[config.mk]
export PLATFORM = sky130hd
export DESIGN_NAME = twi_rx_master
export DESIGN_NICKNAME = d
export VERILOG_FILES = /design/src/rtl/twi_rx_pkg.sv /design/src/rtl/twi_qtick.sv /design/src/rtl/twi_busmon.sv /design/src/rtl/twi_bit_engine.sv /design/src/rtl/twi_rx_ctl.sv /design/src/rtl/twi_rx_master.sv
export SDC_FILE = /design/constraint.sdc
export NUM_CORES = 1
export LEC_CHECK = 0
export CORE_MARGIN = 2
export CORE_UTILIZATION = 58
export CTS_BUF_LIST = sky130_fd_sc_hd__clkbuf_8
export DETAILED_ROUTE_END_ITERATION = 8
export GPL_ROUTABILITY_DRIVEN = 0
export PLACE_DENSITY = 0.84
export SKIP_LAST_GASP = 1
export SYNTH_ARGS = -nofsm -noshare
export SYNTH_HDL_FRONTEND = slang
export SYNTH_SLANG_ARGS = --single-unit
[constraint.sdc]
create_clock -name clk -period 2.6 [get_ports clk]
set_input_delay 0.39 -clock clk [delete_from_list [all_inputs] [get_ports clk]]
set_output_delay 0.39 -clock clk [all_outputs]
set_load 0.01 [all_outputs]
[src/rtl/twi_rx_pkg.sv]
package twi_rx_pkg;
  localparam int BYTE_W  = 8;
  localparam int FRAME_W = BYTE_W + 1;
  localparam int BIDX_W  = $clog2(FRAME_W);

  localparam logic [7:0] ST_IDLE     = 8'hF8;
  localparam logic [7:0] ST_START    = 8'h08;
  localparam logic [7:0] ST_RSTART   = 8'h10;
  localparam logic [7:0] ST_W_ACK    = 8'h18;
  localparam logic [7:0] ST_W_NACK   = 8'h20;
  localparam logic [7:0] ST_ARB_LOST = 8'h38;
  localparam logic [7:0] ST_R_ACK    = 8'h40;
  localparam logic [7:0] ST_R_NACK   = 8'h48;
  localparam logic [7:0] ST_D_ACK    = 8'h50;
  localparam logic [7:0] ST_D_NACK   = 8'h58;

  typedef enum logic [1:0] {CMD_START, CMD_STOP, CMD_XFER} cmd_e;
  typedef enum logic [2:0] {JOB_NONE, JOB_START, JOB_STOP, JOB_ADDR, JOB_DATA} job_e;
endpackage

[src/rtl/twi_qtick.sv]
module twi_qtick #(
  parameter int QDIV = 8
) (
  input  logic clk,
  input  logic rst,
  output logic tick
);
  localparam int CW = (QDIV > 1) ? $clog2(QDIV) : 1;
  localparam logic [CW-1:0] LAST = CW'(QDIV - 1);

  logic [CW-1:0] cnt;

  always_ff @(posedge clk) begin
    if (rst) begin
      cnt  <= '0;
      tick <= 1'b0;
    end else begin
      tick <= (cnt == LAST);
      cnt  <= (cnt == LAST) ? '0 : cnt + 1'b1;
    end
  end
endmodule

[src/rtl/twi_busmon.sv]
module twi_busmon #(
  parameter int SYNC_STAGES  = 2,
  parameter int BUS_FREE_CYC = 32
) (
  input  logic clk,
  input  logic rst,
  input  logic scl_in,
  input  logic sda_in,
  output logic sda_s,
  output logic bus_free
);
  localparam int FW = $clog2(BUS_FREE_CYC + 1);
  localparam logic [FW-1:0] FREE_MAX = FW'(BUS_FREE_CYC);

  logic [SYNC_STAGES-1:0] scl_pipe, sda_pipe;
  logic [FW-1:0] free_cnt;
  logic scl_s;

  always_ff @(posedge clk) begin
    if (rst) begin
      scl_pipe <= '1;
      sda_pipe <= '1;
    end else begin
      scl_pipe <= {scl_pipe[SYNC_STAGES-2:0], scl_in};
      sda_pipe <= {sda_pipe[SYNC_STAGES-2:0], sda_in};
    end
  end

  assign scl_s = scl_pipe[SYNC_STAGES-1];
  assign sda_s = sda_pipe[SYNC_STAGES-1];

  always_ff @(posedge clk) begin
    if (rst) begin
      free_cnt <= '0;
      bus_free <= 1'b0;
    end else begin
      if (!(scl_s && sda_s)) free_cnt <= '0;
      else if (free_cnt != FREE_MAX) free_cnt <= free_cnt + 1'b1;
      bus_free <= scl_s && sda_s && (free_cnt == FREE_MAX);
    end
  end
endmodule

[src/rtl/twi_bit_engine.sv]
module twi_bit_engine
  import twi_rx_pkg::*;
(
  input  logic               clk,
  input  logic               rst,
  input  logic               tick,
  input  logic               sda_s,
  input  logic               go,
  input  cmd_e               cmd,
  input  logic [FRAME_W-1:0] tx_frame,
  input  logic [FRAME_W-1:0] arb_mask,
  output logic               done,
  output logic               lost,
  output logic [FRAME_W-1:0] rx_frame,
  output logic               scl_low,
  output logic               sda_low
);
  typedef enum logic [1:0] {E_IDLE, E_START, E_STOP, E_XFER} est_e;

  est_e               st;
  logic [1:0]         q;
  logic [BIDX_W-1:0]  bi;
  logic [FRAME_W-1:0] tx_q, msk_q;

  always_ff @(posedge clk) begin
    if (rst) begin
      st       <= E_IDLE;
      q        <= 2'd0;
      bi       <= '0;
      tx_q     <= '1;
      msk_q    <= '0;
      rx_frame <= '0;
      done     <= 1'b0;
      lost     <= 1'b0;
      scl_low  <= 1'b0;
      sda_low  <= 1'b0;
    end else begin
      done <= 1'b0;
      unique case (st)
        E_IDLE: begin
          if (go) begin
            lost  <= 1'b0;
            tx_q  <= tx_frame;
            msk_q <= arb_mask;
            bi    <= BIDX_W'(FRAME_W - 1);
            q     <= 2'd0;
            unique case (cmd)
              CMD_START: begin
                st <= E_START;
                q  <= scl_low ? 2'd0 : 2'd2;
              end
              CMD_STOP: st <= E_STOP;
              default:  st <= E_XFER;
            endcase
          end
        end
        E_START: if (tick) begin
          q <= q + 2'd1;
          unique case (q)
            2'd0: sda_low <= 1'b0;
            2'd1: scl_low <= 1'b0;
            2'd2: sda_low <= 1'b1;
            default: begin
              scl_low <= 1'b1;
              st      <= E_IDLE;
              done    <= 1'b1;
            end
          endcase
        end
        E_STOP: if (tick) begin
          q <= q + 2'd1;
          unique case (q)
            2'd0: sda_low <= 1'b1;
            2'd1: scl_low <= 1'b0;
            default: begin
              sda_low <= 1'b0;
              st      <= E_IDLE;
              done    <= 1'b1;
            end
          endcase
        end
        default: if (tick) begin
          q <= q + 2'd1;
          unique case (q)
            2'd0: sda_low <= ~tx_q[bi];
            2'd1: scl_low <= 1'b0;
            2'd2: begin
              rx_frame[bi] <= sda_s;
              if (msk_q[bi] && tx_q[bi] && !sda_s) begin
                lost    <= 1'b1;
                scl_low <= 1'b0;
                sda_low <= 1'b0;
                st      <= E_IDLE;
                done    <= 1'b1;
              end
            end
            default: begin
              scl_low <= 1'b1;
              if (bi == '0) begin
                st   <= E_IDLE;
                done <= 1'b1;
              end else begin
                bi <= bi - 1'b1;
              end
            end
          endcase
        end
      endcase
    end
  end
endmodule

[src/rtl/twi_rx_ctl.sv]
module twi_rx_ctl
  import twi_rx_pkg::*;
(
  input  logic               clk,
  input  logic               rst,
  input  logic               ctl_we,
  input  logic [3:0]         ctl_wdata,
  input  logic               dat_we,
  input  logic [BYTE_W-1:0]  dat_wdata,
  input  logic               bus_free,
  input  logic               eng_done,
  input  logic               eng_lost,
  input  logic [FRAME_W-1:0] eng_rx,
  output logic               eng_go,
  output cmd_e               eng_cmd,
  output logic [FRAME_W-1:0] eng_tx,
  output logic [FRAME_W-1:0] eng_mask,
  output logic [3:0]         ctl_rdata,
  output logic [BYTE_W-1:0]  dat_rdata,
  output logic [7:0]         status
);
  logic start_b, stop_b, flag, ack_en, busy, rep;
  job_e job;

  assign ctl_rdata = {start_b, stop_b, flag, ack_en};

  always_ff @(posedge clk) begin
    if (rst) begin
      start_b   <= 1'b0;
      stop_b    <= 1'b0;
      flag      <= 1'b0;
      ack_en    <= 1'b0;
      busy      <= 1'b0;
      rep       <= 1'b0;
      job       <= JOB_NONE;
      status    <= ST_IDLE;
      dat_rdata <= '0;
      eng_go    <= 1'b0;
      eng_cmd   <= CMD_START;
      eng_tx    <= '1;
      eng_mask  <= '0;
    end else begin
      eng_go <= 1'b0;

      if (ctl_we) begin
        start_b <= ctl_wdata[3];
        stop_b  <= ctl_wdata[2];
        ack_en  <= ctl_wdata[0];
        if (!ctl_wdata[1]) flag <= 1'b0;
      end
      if (dat_we) dat_rdata <= dat_wdata;

      if (!busy && !flag) begin
        unique case (status)
          ST_IDLE: if (start_b && bus_free) begin
            eng_go <= 1'b1; eng_cmd <= CMD_START; busy <= 1'b1;
            job <= JOB_START; rep <= 1'b0;
          end
          ST_START, ST_RSTART: begin
            eng_go   <= 1'b1; eng_cmd <= CMD_XFER; busy <= 1'b1;
            eng_tx   <= {dat_rdata, 1'b1};
            eng_mask <= {{BYTE_W{1'b1}}, 1'b0};
            job      <= JOB_ADDR;
          end
          ST_R_ACK, ST_D_ACK: begin
            eng_go   <= 1'b1; eng_cmd <= CMD_XFER; busy <= 1'b1;
            eng_tx   <= {{BYTE_W{1'b1}}, ~ack_en};
            eng_mask <= {{BYTE_W{1'b0}}, 1'b1};
            job      <= JOB_DATA;
          end
          ST_ARB_LOST: status <= ST_IDLE;
          default: begin
            if (stop_b) begin
              eng_go <= 1'b1; eng_cmd <= CMD_STOP; busy <= 1'b1;
              job <= JOB_STOP;
            end else if (start_b) begin
              eng_go <= 1'b1; eng_cmd <= CMD_START; busy <= 1'b1;
              job <= JOB_START; rep <= 1'b1;
            end
          end
        endcase
      end

      if (eng_done) begin
        busy <= 1'b0;
        job  <= JOB_NONE;
        unique case (job)
          JOB_START: begin
            status <= rep ? ST_RSTART : ST_START;
            flag   <= 1'b1;
          end
          JOB_STOP: begin
            status <= ST_IDLE;
            stop_b <= 1'b0;
          end
          JOB_ADDR: begin
            flag <= 1'b1;
            if (eng_lost) status <= ST_ARB_LOST;
            else begin
              unique case ({dat_rdata[0], eng_rx[0]})
                2'b10:   status <= ST_R_ACK;
                2'b11:   status <= ST_R_NACK;
                2'b00:   status <= ST_W_ACK;
                default: status <= ST_W_NACK;
              endcase
            end
          end
          JOB_DATA: begin
            flag <= 1'b1;
            if (eng_lost) status <= ST_ARB_LOST;
            else begin
              dat_rdata <= eng_rx[FRAME_W-1:1];
              status    <= eng_rx[0] ? ST_D_NACK : ST_D_ACK;
            end
          end
          default: ;
        endcase
      end
    end
  end
endmodule

[src/rtl/twi_rx_master.sv]
module twi_rx_master
  import twi_rx_pkg::*;
#(
  parameter int QDIV         = 8,
  parameter int BUS_FREE_CYC = 32,
  parameter int SYNC_STAGES  = 2
) (
  input  logic              clk,
  input  logic              rst,
  input  logic              ctl_we,
  input  logic [3:0]        ctl_wdata,
  input  logic              dat_we,
  input  logic [BYTE_W-1:0] dat_wdata,
  output logic [3:0]        ctl_rdata,
  output logic [BYTE_W-1:0] dat_rdata,
  output logic [7:0]        status,
  input  logic              scl_in,
  input  logic              sda_in,
  output logic              scl_drive_low,
  output logic              sda_drive_low
);
  logic tick, sda_s, bus_free;
  logic eng_go, eng_done, eng_lost;
  cmd_e eng_cmd;
  logic [FRAME_W-1:0] eng_tx, eng_mask, eng_rx;

  twi_qtick #(.QDIV(QDIV)) u_tick (
    .clk(clk), .rst(rst), .tick(tick)
  );

  twi_busmon #(.SYNC_STAGES(SYNC_STAGES), .BUS_FREE_CYC(BUS_FREE_CYC)) u_mon (
    .clk(clk), .rst(rst), .scl_in(scl_in), .sda_in(sda_in),
    .sda_s(sda_s), .bus_free(bus_free)
  );

  twi_bit_engine u_eng (
    .clk(clk), .rst(rst), .tick(tick), .sda_s(sda_s),
    .go(eng_go), .cmd(eng_cmd), .tx_frame(eng_tx), .arb_mask(eng_mask),
    .done(eng_done), .lost(eng_lost), .rx_frame(eng_rx),
    .scl_low(scl_drive_low), .sda_low(sda_drive_low)
  );

  twi_rx_ctl u_ctl (
    .clk(clk), .rst(rst),
    .ctl_we(ctl_we), .ctl_wdata(ctl_wdata),
    .dat_we(dat_we), .dat_wdata(dat_wdata),
    .bus_free(bus_free),
    .eng_done(eng_done), .eng_lost(eng_lost), .eng_rx(eng_rx),
    .eng_go(eng_go), .eng_cmd(eng_cmd), .eng_tx(eng_tx), .eng_mask(eng_mask),
    .ctl_rdata(ctl_rdata), .dat_rdata(dat_rdata), .status(status)
  );
endmodule

; After elaboration in Yosys (flattened, before gate mapping)
; Index checks and enable logic that the tools add are counted.
[word_totals]
regBits = 100
latchBits = 0
mem_bits_rw = 0
mem_bits_ro = 0
in_bits = 18
memories = 0
[classes]
n_addsub = 4
multipliers = 0
div = 0
magnitude_cmp = 2
n_eq_ne = 37
shift = 0
muxes = 98
bitwise_logic = 9
n_reduce_logical = 50
[op_table]
columns = operator, n
row1 = 8-bit 2-to-1 mux, 9
row2 = 1-bit 2-to-1 mux, 37
row3 = 9-bit one-hot mux with 2 select lines, 2
row4 = 2-bit 2-to-1 mux, 16
row5 = 8-bit one-hot mux with 4 select lines, 1
row6 = 7-bit one-hot mux with 3 select lines, 1
row7 = 4-bit 2-to-1 mux, 5
row8 = 1-bit one-hot mux with 3 select lines, 6
row9 = 2-bit OR reduction, 9
row10 = 8-bit by 7-bit equality test with 1-bit output (second input constant), 2
row11 = 2-bit inequality test (second input constant), 8
row12 = 5-bit AND reduction, 3
row13 = 1-bit one-hot mux with 2 select lines, 7
row14 = 2-bit one-hot mux with 3 select lines, 2
row15 = 3-bit one-hot mux with 4 select lines, 1
row16 = 6-bit AND reduction, 2
row17 = 2-bit nonzero test, 5
row18 = 5-bit nonzero test, 2
row19 = 9-bit bitwise mux, 1
row20 = 3-bit 2-to-1 mux, 3
row21 = 1-bit inverter, 9
row22 = 9-bit AND reduction, 1
row23 = 3-bit OR reduction, 3
row24 = 1-bit binary-select mux with 4-bit select, 2
row25 = other kinds (37), 63

; Longest topological paths before layout
; Gate-level depths: netlist of the first run.
[depth]
word_depth = 8
depth_mapped = 10
ltp_nobuf = 8

; Modules after synthesis
; A second synthesis of the first run with hierarchy kept.
[unflattened]
hier_cells = 542
area_unflattened_um2 = 4588.2
[by_module_without_submodules]
columns = module, n_inst, cells_each, area_each_um2, seq_area_each_um2
row1 = twi_bit_engine, 1, 258, 2043.2, 780.7
row2 = twi_rx_ctl, 1, 232, 1976.9, 780.7
row3 = twi_busmon, 1, 42, 436.7, 220.2
row4 = twi_qtick, 1, 10, 131.4, 80.1

; Worst setup path before layout of the first run
; OpenSTA, ideal clock, no wires.
[synth_path]
path_kind = register to register
start = reg u_eng.bi[1]
end = reg u_eng.bi[1]
arrival_time_ns = 1.966
setup_slack_ns = 0.563
path_stages_with_launch = 10
path_cell_list = dfxtp_1 clkbuf_2 inv_1 ha_1 or3b_2 and3_1 clkbuf_1 mux2i_1 or2_2 a21oi_1
[synth_via]
elab_chain_len = 5
[synth_lines]
columns = element, line_no
row1 = start: declaration, twi_bit_engine.sv:22  ; logic [BIDX_W-1:0] bi;
row2 = start signal: assignment, twi_bit_engine.sv:45  ; bi <= BIDX_W'(FRAME_W - 1);
row3 = start signal: assignment, twi_bit_engine.sv:103  ; bi <= bi - 1'b1;
row4 = 4-bit by 1-bit subtractor with 4-bit output, twi_bit_engine.sv:103
row5 = 4-bit 2-to-1 mux, twi_bit_engine.sv:99  ; if (bi == '0) begin
row6 = 4-bit 2-to-1 mux, twi_bit_engine.sv:84  ; unique case (q)
row7 = 4-bit 2-to-1 mux, twi_bit_engine.sv:82  ; default: if (tick) begin
row8 = 4-bit one-hot mux with 2 select lines, twi_bit_engine.sv:39  ; unique case (st)
; Several ways; a longest one is shown, not always the timed one. The select of a mux whose other input is x is not followed.
; A chain may end at the register's enable or synchronous reset.

; Final worst setup path of the first run
[layout_path]
start = reg u_eng.q[0]
end = reg u_eng.rx_frame[2]
[layout_via]
elab_chain_len = 2
[layout_lines]
columns = element, line_no
row1 = start: declaration, twi_bit_engine.sv:21  ; logic [1:0] q;
row2 = start signal: assignment, twi_bit_engine.sv:50  ; q <= scl_low ? 2'd0 : 2'd2;
row3 = start signal: assignment, twi_bit_engine.sv:58  ; q <= q + 2'd1;
row4 = start signal: assignment, twi_bit_engine.sv:71  ; q <= q + 2'd1;
row5 = 2-bit equality test, twi_bit_engine.sv:84
row6 = 3-bit AND reduction (no line), n/a
row7 = end signal: indexed assignment, twi_bit_engine.sv:88  ; rx_frame[bi] <= sda_s;
row8 = end: declaration, twi_bit_engine.sv:14  ; output logic [FRAME_W-1:0] rx_frame,
; Every way passes these cells.

==> impl_metrics.csv, run 1 <==
group,metric,value,unit
finish,diodes,0,
die,rows,31,
logic_synthesis,synth_area,4270,um2
route,routed_via_density,5.78,
grt,grt_pass1_wl,15.7,mm
worst_setup_path,max_stage_delay,640,ps
timing,setup_viol,0,
clock_network,post_cts_buffers,0,
placed_design,place_area,4680,um2
clock_network,cts-hold-fix-buffers,0,
grt,grt_max_degree,33,
outcome,status,"complete, no violations",
pwr,p_leak,1.90,nW
worst_setup_path,critPathKind,"reg2reg",
finish,drive_gt1_share,8.22,%
die,start_util,59.5,%
worst_setup_path,crit_path_end_kind,"register",
timing,skew,8.99,ps
die,ioPinCount,40,
grt,grtUsageMet3,3.69,%
pwr,total_power,2.56,mW
grt,grt.total_usage,23.6,%
timing,fin_crit_sh,82.9,%
clock_network,ctsResizeCount,0,
clock_network,tritoncts,"done",
grt,grtUsageMet1,30.6,%
timing,worstMarginPinSlew,805,ps
grt,grt_overflow,0,
pwr,max-vdd-ir-drop,0.364,mV
route,wl_per_cell,15.0,um
logic_synthesis,synth-async-reset-ratio,0,%
grt,grt_pass1_vias,3383,
worst_setup_path,crit_top_cell,"nand2_1",
finish,syn_to_final_growth,14.9,%
finish,nNetsFinal,569,
logic_synthesis,syn_avg_cell_area,8.44,um2
timing,slew_viol_final,0,
route,dr_total_vias,3666,
die,core,7180,um2
route,postRouteAntennaNets,0,
grt,antenna_found_initial,0,
logic_synthesis,ys_ff_latch,86,
grt,gr-max-usage-layer,"met2",
placed_design,io_buffer_count,39,
clock_network,cts_buffers,9,
timing,finalHoldViolCount,0,
worst_setup_path,worstPathArrival,2400,ps
route,dr.pass1.iters,4,
logic_synthesis,ys.flop_type,"dfxtp_1",
min_path,hp-class,"reg2reg",
worst_setup_path,cp-start-kind,"register",
die,die_h,89.8,um
logic_synthesis,synth_cell_type_count,61,
logic_synthesis,yosysWarnings,0,
timing,rsz0062_at_grt,"no",
grt,met2_usage,38.8,%
logic_synthesis,ys_seq_area_share,40.3,%
die,fp.dieW,89.8,um
run,max-cap-violations,0,
clock_network,clock_sinks,86,
clock_network,clk_pin_slew,90,ps
logic_synthesis,synth_edf_count,0,
timing,max_freq,464,MHz
clock_network,cts_buffer_depth,2,
route,drt_wl_total,9.50,mm
clock_network,clk_latency,370,ps
worst_setup_path,crit_required,2850,ps
pwr,powerDensity,521,nW/um2
worst_setup_path,critPathMaxFanout,12,
route,drtIter0Drc,301,
worst_setup_path,crit_chain,"inv_1, ha_1, nand3_1, nor3_1, nand2_1, nand2_1, a21oi_1",
worst_setup_path,cp_slowest_cell,"nor3_1",
die,dieArea,8060,um2
clock_network,htree_levels,3,
worst_setup_path,crit_buf_inv,1,
worst_setup_path,cp_top_family,"simple AND/OR/NAND/NOR gates",
finish,post-route-cell-area,4910,um2
route,drc,0,
finish,fillers,564,
timing,slew_headroom,45.9,%
placed_design,hpwlAfterDp,6.64,mm
logic_synthesis,synth_nets,545,
logic_synthesis,synth_cells,506,
clock_network,clockRootBuffer,"clkbuf_8",
timing,period_needed,2150,ps
timing,tns,0,ps
[cell type report]
| type | count | area (um2) | share of cell area [%] |
|---|---|---|---|
| flip-flops and latches | 86 | 1720 | 35.1 |
| multi-input cells | 372 | 2340 | 47.7 |
| well taps | 99 | 124 | 2.52 |
| clock inverters | 5 | 81.3 | 1.66 |
| inverters | 17 | 63.8 | 1.30 |
| repair buffers | 44 | 423 | 8.62 |
| clock buffers | 11 | 151 | 3.08 |
[logic make-up after synthesis]
logic type	Yosys count	share of synthesized area, %
DFF	86	40.3
AOI/OAI and AO/OA	106	16.4
adders and majority gates	21	6.15
xor gates and xnor gates	6	1.23
and+or+nand+nor	216	25.3
muxes	23	5.80
buffers and inverters	48	4.80
[registers in the layout (all words and copies together), names as in the netlist, 3 cells and up]
signal	count
u_tick.cnt	3
u_eng.tx_q	9
u_ctl.dat_rdata	8
u_ctl.status	8
u_eng.bi	4
u_eng.rx_frame	9
u_ctl.eng_tx	9
u_mon.free_cnt	6
u_ctl.job	3
[layout by cell type (no fill, tap or decap), types with 3 or more instances in the layout]
cell and count:
mux2_2 4, a21oi_1 30, ha_1 21, nor2_1 62
nand3_1 17, nand3b_1 11, nor3_1 23, clkbuf_8 11
clkdlybuf4s50_1 38, dfxtp_1 86, a31oi_1 3, a211oi_1 12
nand2b_1 9, o21bai_1 9, buf_4 5, nor2b_1 5
nor4_1 6, nand2_1 50, a22oi_1 4, mux2i_1 18
and2_1 6, o21ai_0 22, o21a_1 3, inv_1 18
xnor2_1 4, or2_2 5, nand4_1 3, nor3b_1 6
[per-layer routing]
metal  wire, um  vias up
met4        179        0
met3        397       13
met1       4340     1736
met2       4590      103
li1           -     1814
met5          0        -
[stage by stage]
| step | utilization, % | instances | setup WS [ps] | hold slack (ps) |
|---|---|---|---|---|
| floorplan | - | 506 | 563 | 389 |
| CTS | 68.4 | 634 | 469 | 419 |
| finish | 68.4 | 634 | 446 | 415 |
| global route | 68.4 | 634 | 238 | 428 |
| global placement | 65.2 | 618 | 600 | 390 |
| detailed placement | 65.2 | 618 | 515 | 402 |
[Yosys cell counts, types with 3 or more instances]
| cell | count | area, um2 |
|---|---|---|
| nor3_1 | 23 | 115 |
| clkbuf_1 | 17 | 63.8 |
| a31oi_1 | 3 | 18.8 |
| a211oi_1 | 12 | 90.1 |
| nor4_1 | 6 | 37.5 |
| buf_2 | 7 | 35.0 |
| o21bai_1 | 9 | 67.6 |
| xnor2_1 | 4 | 35.0 |
| nor2b_1 | 5 | 31.3 |
| nand4_1 | 3 | 18.8 |
| mux2i_1 | 18 | 180 |
| ha_1 | 21 | 263 |
| a21oi_1 | 30 | 150 |
| dfxtp_1 | 86 | 1720 |
| o21a_1 | 3 | 22.5 |
| nor3b_1 | 6 | 45.0 |
| o21ai_0 | 22 | 110 |
| nand3_1 | 17 | 85.1 |
| inv_1 | 17 | 63.8 |
| a22oi_1 | 4 | 30.0 |
| mux2_2 | 4 | 45.0 |
| nand2b_1 | 9 | 56.3 |
| or2_2 | 5 | 31.3 |
| nor2_1 | 62 | 233 |
| nand3b_1 | 11 | 82.6 |
| nand2_1 | 50 | 188 |
| and2_1 | 6 | 37.5 |
| buf_4 | 4 | 30.0 |
[report_power, final]
group / leakage (nW) / switching [mW] / internal [mW]
Combinational: 1.08 / 0.0524 / 0.0702
Sequential: 0.698 / 0.0204 / 1.34
Clock: 0.121 / 0.482 / 0.595
Total: 1.90 / 0.554 / 2.00
[path summary, 6_finish.rpt]
kind                                      from                        endpoint  slack, ps  depth (start not counted)
setup / recovery       u_eng.q[0]$_SDFFE_PP0P_  u_eng.rx_frame[2]$_SDFFE_PP0P_        450                          7
hold / removal    u_mon.scl_pipe[0]$_SDFF_PP1_    u_mon.scl_pipe[1]$_SDFF_PP1_        420                          1
setup reg to reg       u_eng.q[0]$_SDFFE_PP0P_  u_eng.rx_frame[2]$_SDFFE_PP0P_        450                          7
hold reg to reg   u_mon.scl_pipe[0]$_SDFF_PP1_    u_mon.scl_pipe[1]$_SDFF_PP1_        420                          1
Note: power is estimated with default switching activity, not from simulation.
==> run 2: changes to the inputs <==
Clock period 2.6 ns to 2.2 ns, I/O delays scaled along.
==> impl_metrics.csv, run 2 (same netlist as run 1, synthesis figures left out) <==
group,metric,value,unit
worst_setup_path,cp-start-kind,"register",
worst_setup_path,r2r_slack,170,ps
finish,diodes,0,
pwr,p_leak,1.92,nW
route,drt_wl_total,9.62,mm
pwr,p_int,2.32,mW
route,drc,0,
clock_network,cts_buffer_depth,2,
clock_network,clock_sinks,86,
route,routed_via_density,5.81,
pwr,seq_power_share,53.3,%
route,wl_met3,478,um
min_path,min_from,"rst",
timing,fin_crit_sh,92.4,%
timing,setup_viol,0,
clock_network,cts_buffers,9,
timing,period_needed,2030,ps
worst_setup_path,r2r-start,"u_eng.bi[1]$_SDFFE_PP0P_",
min_path,hp-class,"in2reg",
timing,slew_viol_final,0,
worst_setup_path,worstPathArrival,2280,ps
finish,mostFrequentLayoutCells,"84 x dfxtp_1, 62 x nor2_1, 50 x nand2_1, 38 x clkdlybuf4s50_1, 30 x a21oi_1",
clock_network,cts-hold-fix-buffers,0,
placed_design,io_buffer_count,39,
grt,grt_max_degree,30,
finish,layout_commonest_cell,"dfxtp_1",
finish,multi_input_area,2340,um2
timing,skew,9.26,ps
route,wl_met2,4.63,mm
clock_network,post_cts_buffers,0,
route,wl_per_cell,15.0,um
pwr,powerDensity,608,nW/um2
timing,tns,0,ps
pwr,switchingPower,0.689,mW
worst_setup_path,critPathKind,"reg2reg",
grt,grt.total_usage,24.3,%
outcome,status,"complete, no violations",
min_path,worstHoldEndpoint,"u_eng.q[0]$_SDFFE_PP0P_",
clock_network,clk_pin_slew,90,ps
pwr,clock_power_share,41.8,%
die,die_h,89.8,um
finish,fillers,568,
finish,drive_gt1_share,9.80,%
die,rows,31,
finish,area.sequential,1720,um2
pwr,p_comb_share,4.9,%
clock_network,clockRootBuffer,"clkbuf_8",
finish,nNetsFinal,575,
finish,reg_top3,"u_ctl.eng_tx x9, u_eng.rx_frame x9, u_eng.tx_q x9",
die,dieArea,8060,um2
pwr,p_sw_share,22.9,%
clock_network,clk_latency,360,ps
worst_setup_path,crit_path_end_kind,"register",
pwr,total_power,3.01,mW
clock_network,tritoncts,"done",
route,met1Wirelength,4.37,mm
placed_design,hpwlAfterDp,6.73,mm
finish,syn_to_final_growth,15.9,%
grt,antenna_found_initial,0,
worst_setup_path,crit_required,2450,ps
route,postRouteAntennaNets,0,
timing,slew_headroom,47.7,%
timing,worstMarginPinSlew,777,ps
grt,grt_pass1_wl,16.2,mm
die,ioPinCount,40,
timing,finalHoldViolCount,0,
route,top_layer,"met4",
route,dr.pass1.iters,5,
worst_setup_path,crit_start,"u_eng.bi[1]$_SDFFE_PP0P_",
grt,grt_overflow,0,
timing,rsz0062_at_grt,"no",
worst_setup_path,r2r_cells,8,
route,dr_total_vias,3719,
run,max-cap-violations,0,
worst_setup_path,critPathMaxFanout,9,
pwr,max-vdd-ir-drop,0.493,mV
worst_setup_path,timing.rr.end,"u_eng.bi[3]$_SDFFE_PP0P_",
min_path,hold_depth,2,
die,core,7180,um2
grt,grt_pass1_vias,3404,
timing,max_freq,492,MHz
die,fp.dieW,89.8,um
die,start_util,59.5,%
route,drtIter0Drc,294,
clock_network,htree_levels,3,
==> run 2: final cells by class <==
class                           count  share of cell area, %
Inverter                           17                   1.29
Tap cell                           99                   2.50
Clock buffer                        9                   2.50
Clock inverter                      7                   2.07
Timing Repair Buffer               50                   9.45
Multi-Input combinational cell    372                   47.3
Sequential cell                    86                   34.8
==> run 2: worst max path at each step <==
| stage | cells past startpoint | endpoint |
|---|---|---|
| global placement | 6 | u_eng.sda_low$_SDFFE_PP0P_ |
| detailed placement | 7 | u_eng.bi[1]$_SDFFE_PP0P_ |
| global route | 8 | u_eng.bi[3]$_SDFFE_PP0P_ |
| finish | 8 | u_eng.bi[3]$_SDFFE_PP0P_ |
| floorplan | 9 | u_eng.bi[1]$_SDFFE_PP0P_ |
| CTS | 7 | u_eng.bi[1]$_SDFFE_PP0P_ |
==> run 2: metrics by stage <==
stage / setup slack, ps / instances / instance area [um2] / hold slack (ps) / util (%)
3_3_place_gp: 191 / 624 / 4720 / 390 / 65.8
2_1_floorplan: 163 / 506 / 4270 / 389 / -
3_5_place_dp: 126 / 624 / 4720 / 393 / 65.8
5_1_grt: 14.7 / 640 / 4950 / 432 / 69.0
6_report: 167 / 640 / 4950 / 399 / 69.0
4_1_cts: 106 / 640 / 4950 / 397 / 68.9
==> run 2: per-layer routing <==
| metal | vias to the layer above | GRT usage (%) |
|---|---|---|
| li1 | 1823 | - |
| met1 | 1756 | 31.7 |
| met2 | 119 | 40.5 |
| met3 | 21 | 5.70 |
| met4 | 0 | 6.92 |
| met5 | - | 0 |
==> run 2: repair_timing <==
| item | in CTS | in global routing |
|---|---|---|
| endpoints found under the hold margin | 0 | 0 |
| gates resized for setup | 0 | 2 |
| endpoints found under the setup margin | 0 | 3 |
==> run 2: power by group through the flow <==
stage	Combinational (mW)	Sequential (mW)	Clock [mW]
6_report	0.147	1.60	1.26
5_1_grt	0.161	1.61	1.35
4_1_cts	0.149	1.60	1.29
3_5_place_dp	0.148	1.64	0
3_3_place_gp	0.142	1.64	0
2_1_floorplan	0.0789	1.64	0
==> run 2: worst max-delay path, cell delays in order, from the launching register on <==
cell and delay [ps]:
dfxtp_2 390, inv_1 130, ha_1 200, or3b_2 480, and3_1 250, o21bai_2 200, nor2_1 80, o32ai_1 130
nor2_1 60
==> run 3: changes to the inputs <==
Settings changed: GPL_ROUTABILITY_DRIVEN 0 to unset.
==> impl_metrics.csv, run 3 (same netlist as run 1, synthesis figures left out) <==
group,metric,value,unit
timing,finalHoldViolCount,0,
pwr,powerDensity,555,nW/um2
placed_design,io_buffer_count,39,
outcome,status,"complete, no violations",
die,ioPinCount,40,
clock_network,htree_levels,3,
finish,nNetsFinal,575,
timing,max_freq,482,MHz
clock_network,tritoncts,"done",
placed_design,place_congestion,0.880,
worst_setup_path,critPathKind,"reg2reg",
grt,grt_pass1_vias,3406,
grt,grt_max_degree,28,
route,wl_per_cell,15.3,um
run,max-cap-violations,0,
timing,tns,0,ps
finish,reg_top3,"u_ctl.eng_tx x9, u_eng.rx_frame x9, u_eng.tx_q x9",
clock_network,cts-hold-fix-buffers,0,
pwr,max-vdd-ir-drop,0.454,mV
clock_network,cts_buffer_depth,2,
worst_setup_path,worstPathArrival,2340,ps
finish,drive_gt1_share,9.44,%
timing,slew_viol_final,0,
min_path,hp-class,"reg2reg",
route,routed_via_density,5.71,
worst_setup_path,cp_top_family,"simple AND/OR/NAND/NOR gates",
clock_network,clockRootBuffer,"clkbuf_8",
worst_setup_path,max_stage_delay,490,ps
die,die_h,89.8,um
worst_setup_path,crit_required,2470,ps
worst_setup_path,crit_chain,"inv_1, ha_1, or3b_2, and3_2, mux2i_1, or2_2, a21oi_1",
finish,mostFrequentLayoutCells,"84 x dfxtp_1, 62 x nor2_1, 50 x nand2_1, 38 x clkdlybuf4s50_1, 30 x a21oi_1",
finish,layout_commonest_cell,"dfxtp_1",
die,core,7180,um2
timing,skew,10.6,ps
route,drt_wl_total,9.80,mm
grt,grt_overflow,0,
clock_network,cts_buffers,9,
clock_network,clk_latency,340,ps
route,dr.pass1.iters,7,
worst_setup_path,crit_path_end_kind,"register",
die,start_util,59.5,%
route,dr_total_vias,3649,
timing,fin_crit_sh,94.3,%
finish,diodes,0,
clock_network,clk_pin_slew,80,ps
die,rows,31,
placed_design,hpwlAfterDp,6.92,mm
route,drc,0,
timing,rsz0062_at_grt,"no",
die,fp.dieW,89.8,um
route,postRouteAntennaNets,0,
timing,setup_viol,0,
grt,grt.total_usage,23.9,%
worst_setup_path,critPathMaxFanout,9,
timing,hold_ws,412,ps
clock_network,clock_sinks,86,
route,drtIter0Drc,239,
pwr,total_power,2.73,mW
timing,slew_headroom,48.2,%
worst_setup_path,cp_slowest_cell,"or3b_2",
timing,period_needed,2070,ps
timing,worstMarginPinSlew,771,ps
die,dieArea,8060,um2
worst_setup_path,crit_buf_inv,1,
pwr,p_leak,1.91,nW
grt,antenna_found_initial,0,
grt,grt_pass1_wl,16.0,mm
finish,syn_to_final_growth,14.9,%
worst_setup_path,cp-start-kind,"register",
run 3: changes by cell type in the layout (fill, tap and decap cells not counted), sizes merged:
| cell | before | now |
|---|---|---|
| bufinv | 2 | 0 |
| clkbuf | 9 | 11 |
| inv | 21 | 20 |
run 3: layer usage:
metal / share of wire (%) / vias to the layer above / track usage [%]
met3: 4.2 / 11 / 3.94
met1: 48 / 1730 / 32.7
met4: 1.3 / 0 / 8.97
met2: 47 / 85 / 38.4
li1: - / 1823 / -
met5: 0 / - / 0
run 3: timing repair:
action | CTS | global route
endpoints found under the hold margin | 0 | 0
setup buffers | 0 | 1
endpoints found under the setup margin | 0 | 2
resized for setup | 0 | 5
run 3: report_power, final:
group | switching [mW] | internal (mW) | total (mW) | leakage (nW)
Clock | 0.520 | 0.453 | 0.973 | 0.0990
Combinational | 0.0644 | 0.0840 | 0.148 | 1.11
Sequential | 0.0244 | 1.58 | 1.60 | 0.699
run 3: layout make-up:
class | instances | area (um2)
clock inverter | 4 | 16.3
fill | 587 | 2270
sequential | 86 | 1720
inverter | 17 | 63.8
clock buffer | 11 | 151
tap | 99 | 124
multi-input combinational | 372 | 2360
timing repair buffer | 50 | 468
run 3: final timing paths:
path | depth (start not counted) | slack [ps] | endpoint | start
worst max-delay path | 7 | 130 | u_eng.bi[1]$_SDFFE_PP0P_ | u_eng.bi[1]$_SDFFE_PP0P_
worst min register to register | 1 | 410 | u_mon.scl_pipe[1]$_SDFF_PP1_ | u_mon.scl_pipe[0]$_SDFF_PP1_
worst min-delay path | 1 | 410 | u_mon.scl_pipe[1]$_SDFF_PP1_ | u_mon.scl_pipe[0]$_SDFF_PP1_
worst max register to register | 7 | 130 | u_eng.bi[1]$_SDFFE_PP0P_ | u_eng.bi[1]$_SDFFE_PP0P_
run 3: metrics by stage:
| step | worst slack (ps) | std cells | area, um2 | utilization, % |
|---|---|---|---|---|
| floorplan | 163 | 506 | 4270 | - |
| global placement | 200 | 623 | 4710 | 65.7 |
| detailed placement | 30.2 | 623 | 4710 | 65.7 |
| CTS | 30.8 | 638 | 4880 | 68.0 |
| global route | 5.94 | 639 | 4910 | 68.4 |
| finish | 126 | 639 | 4910 | 68.4 |
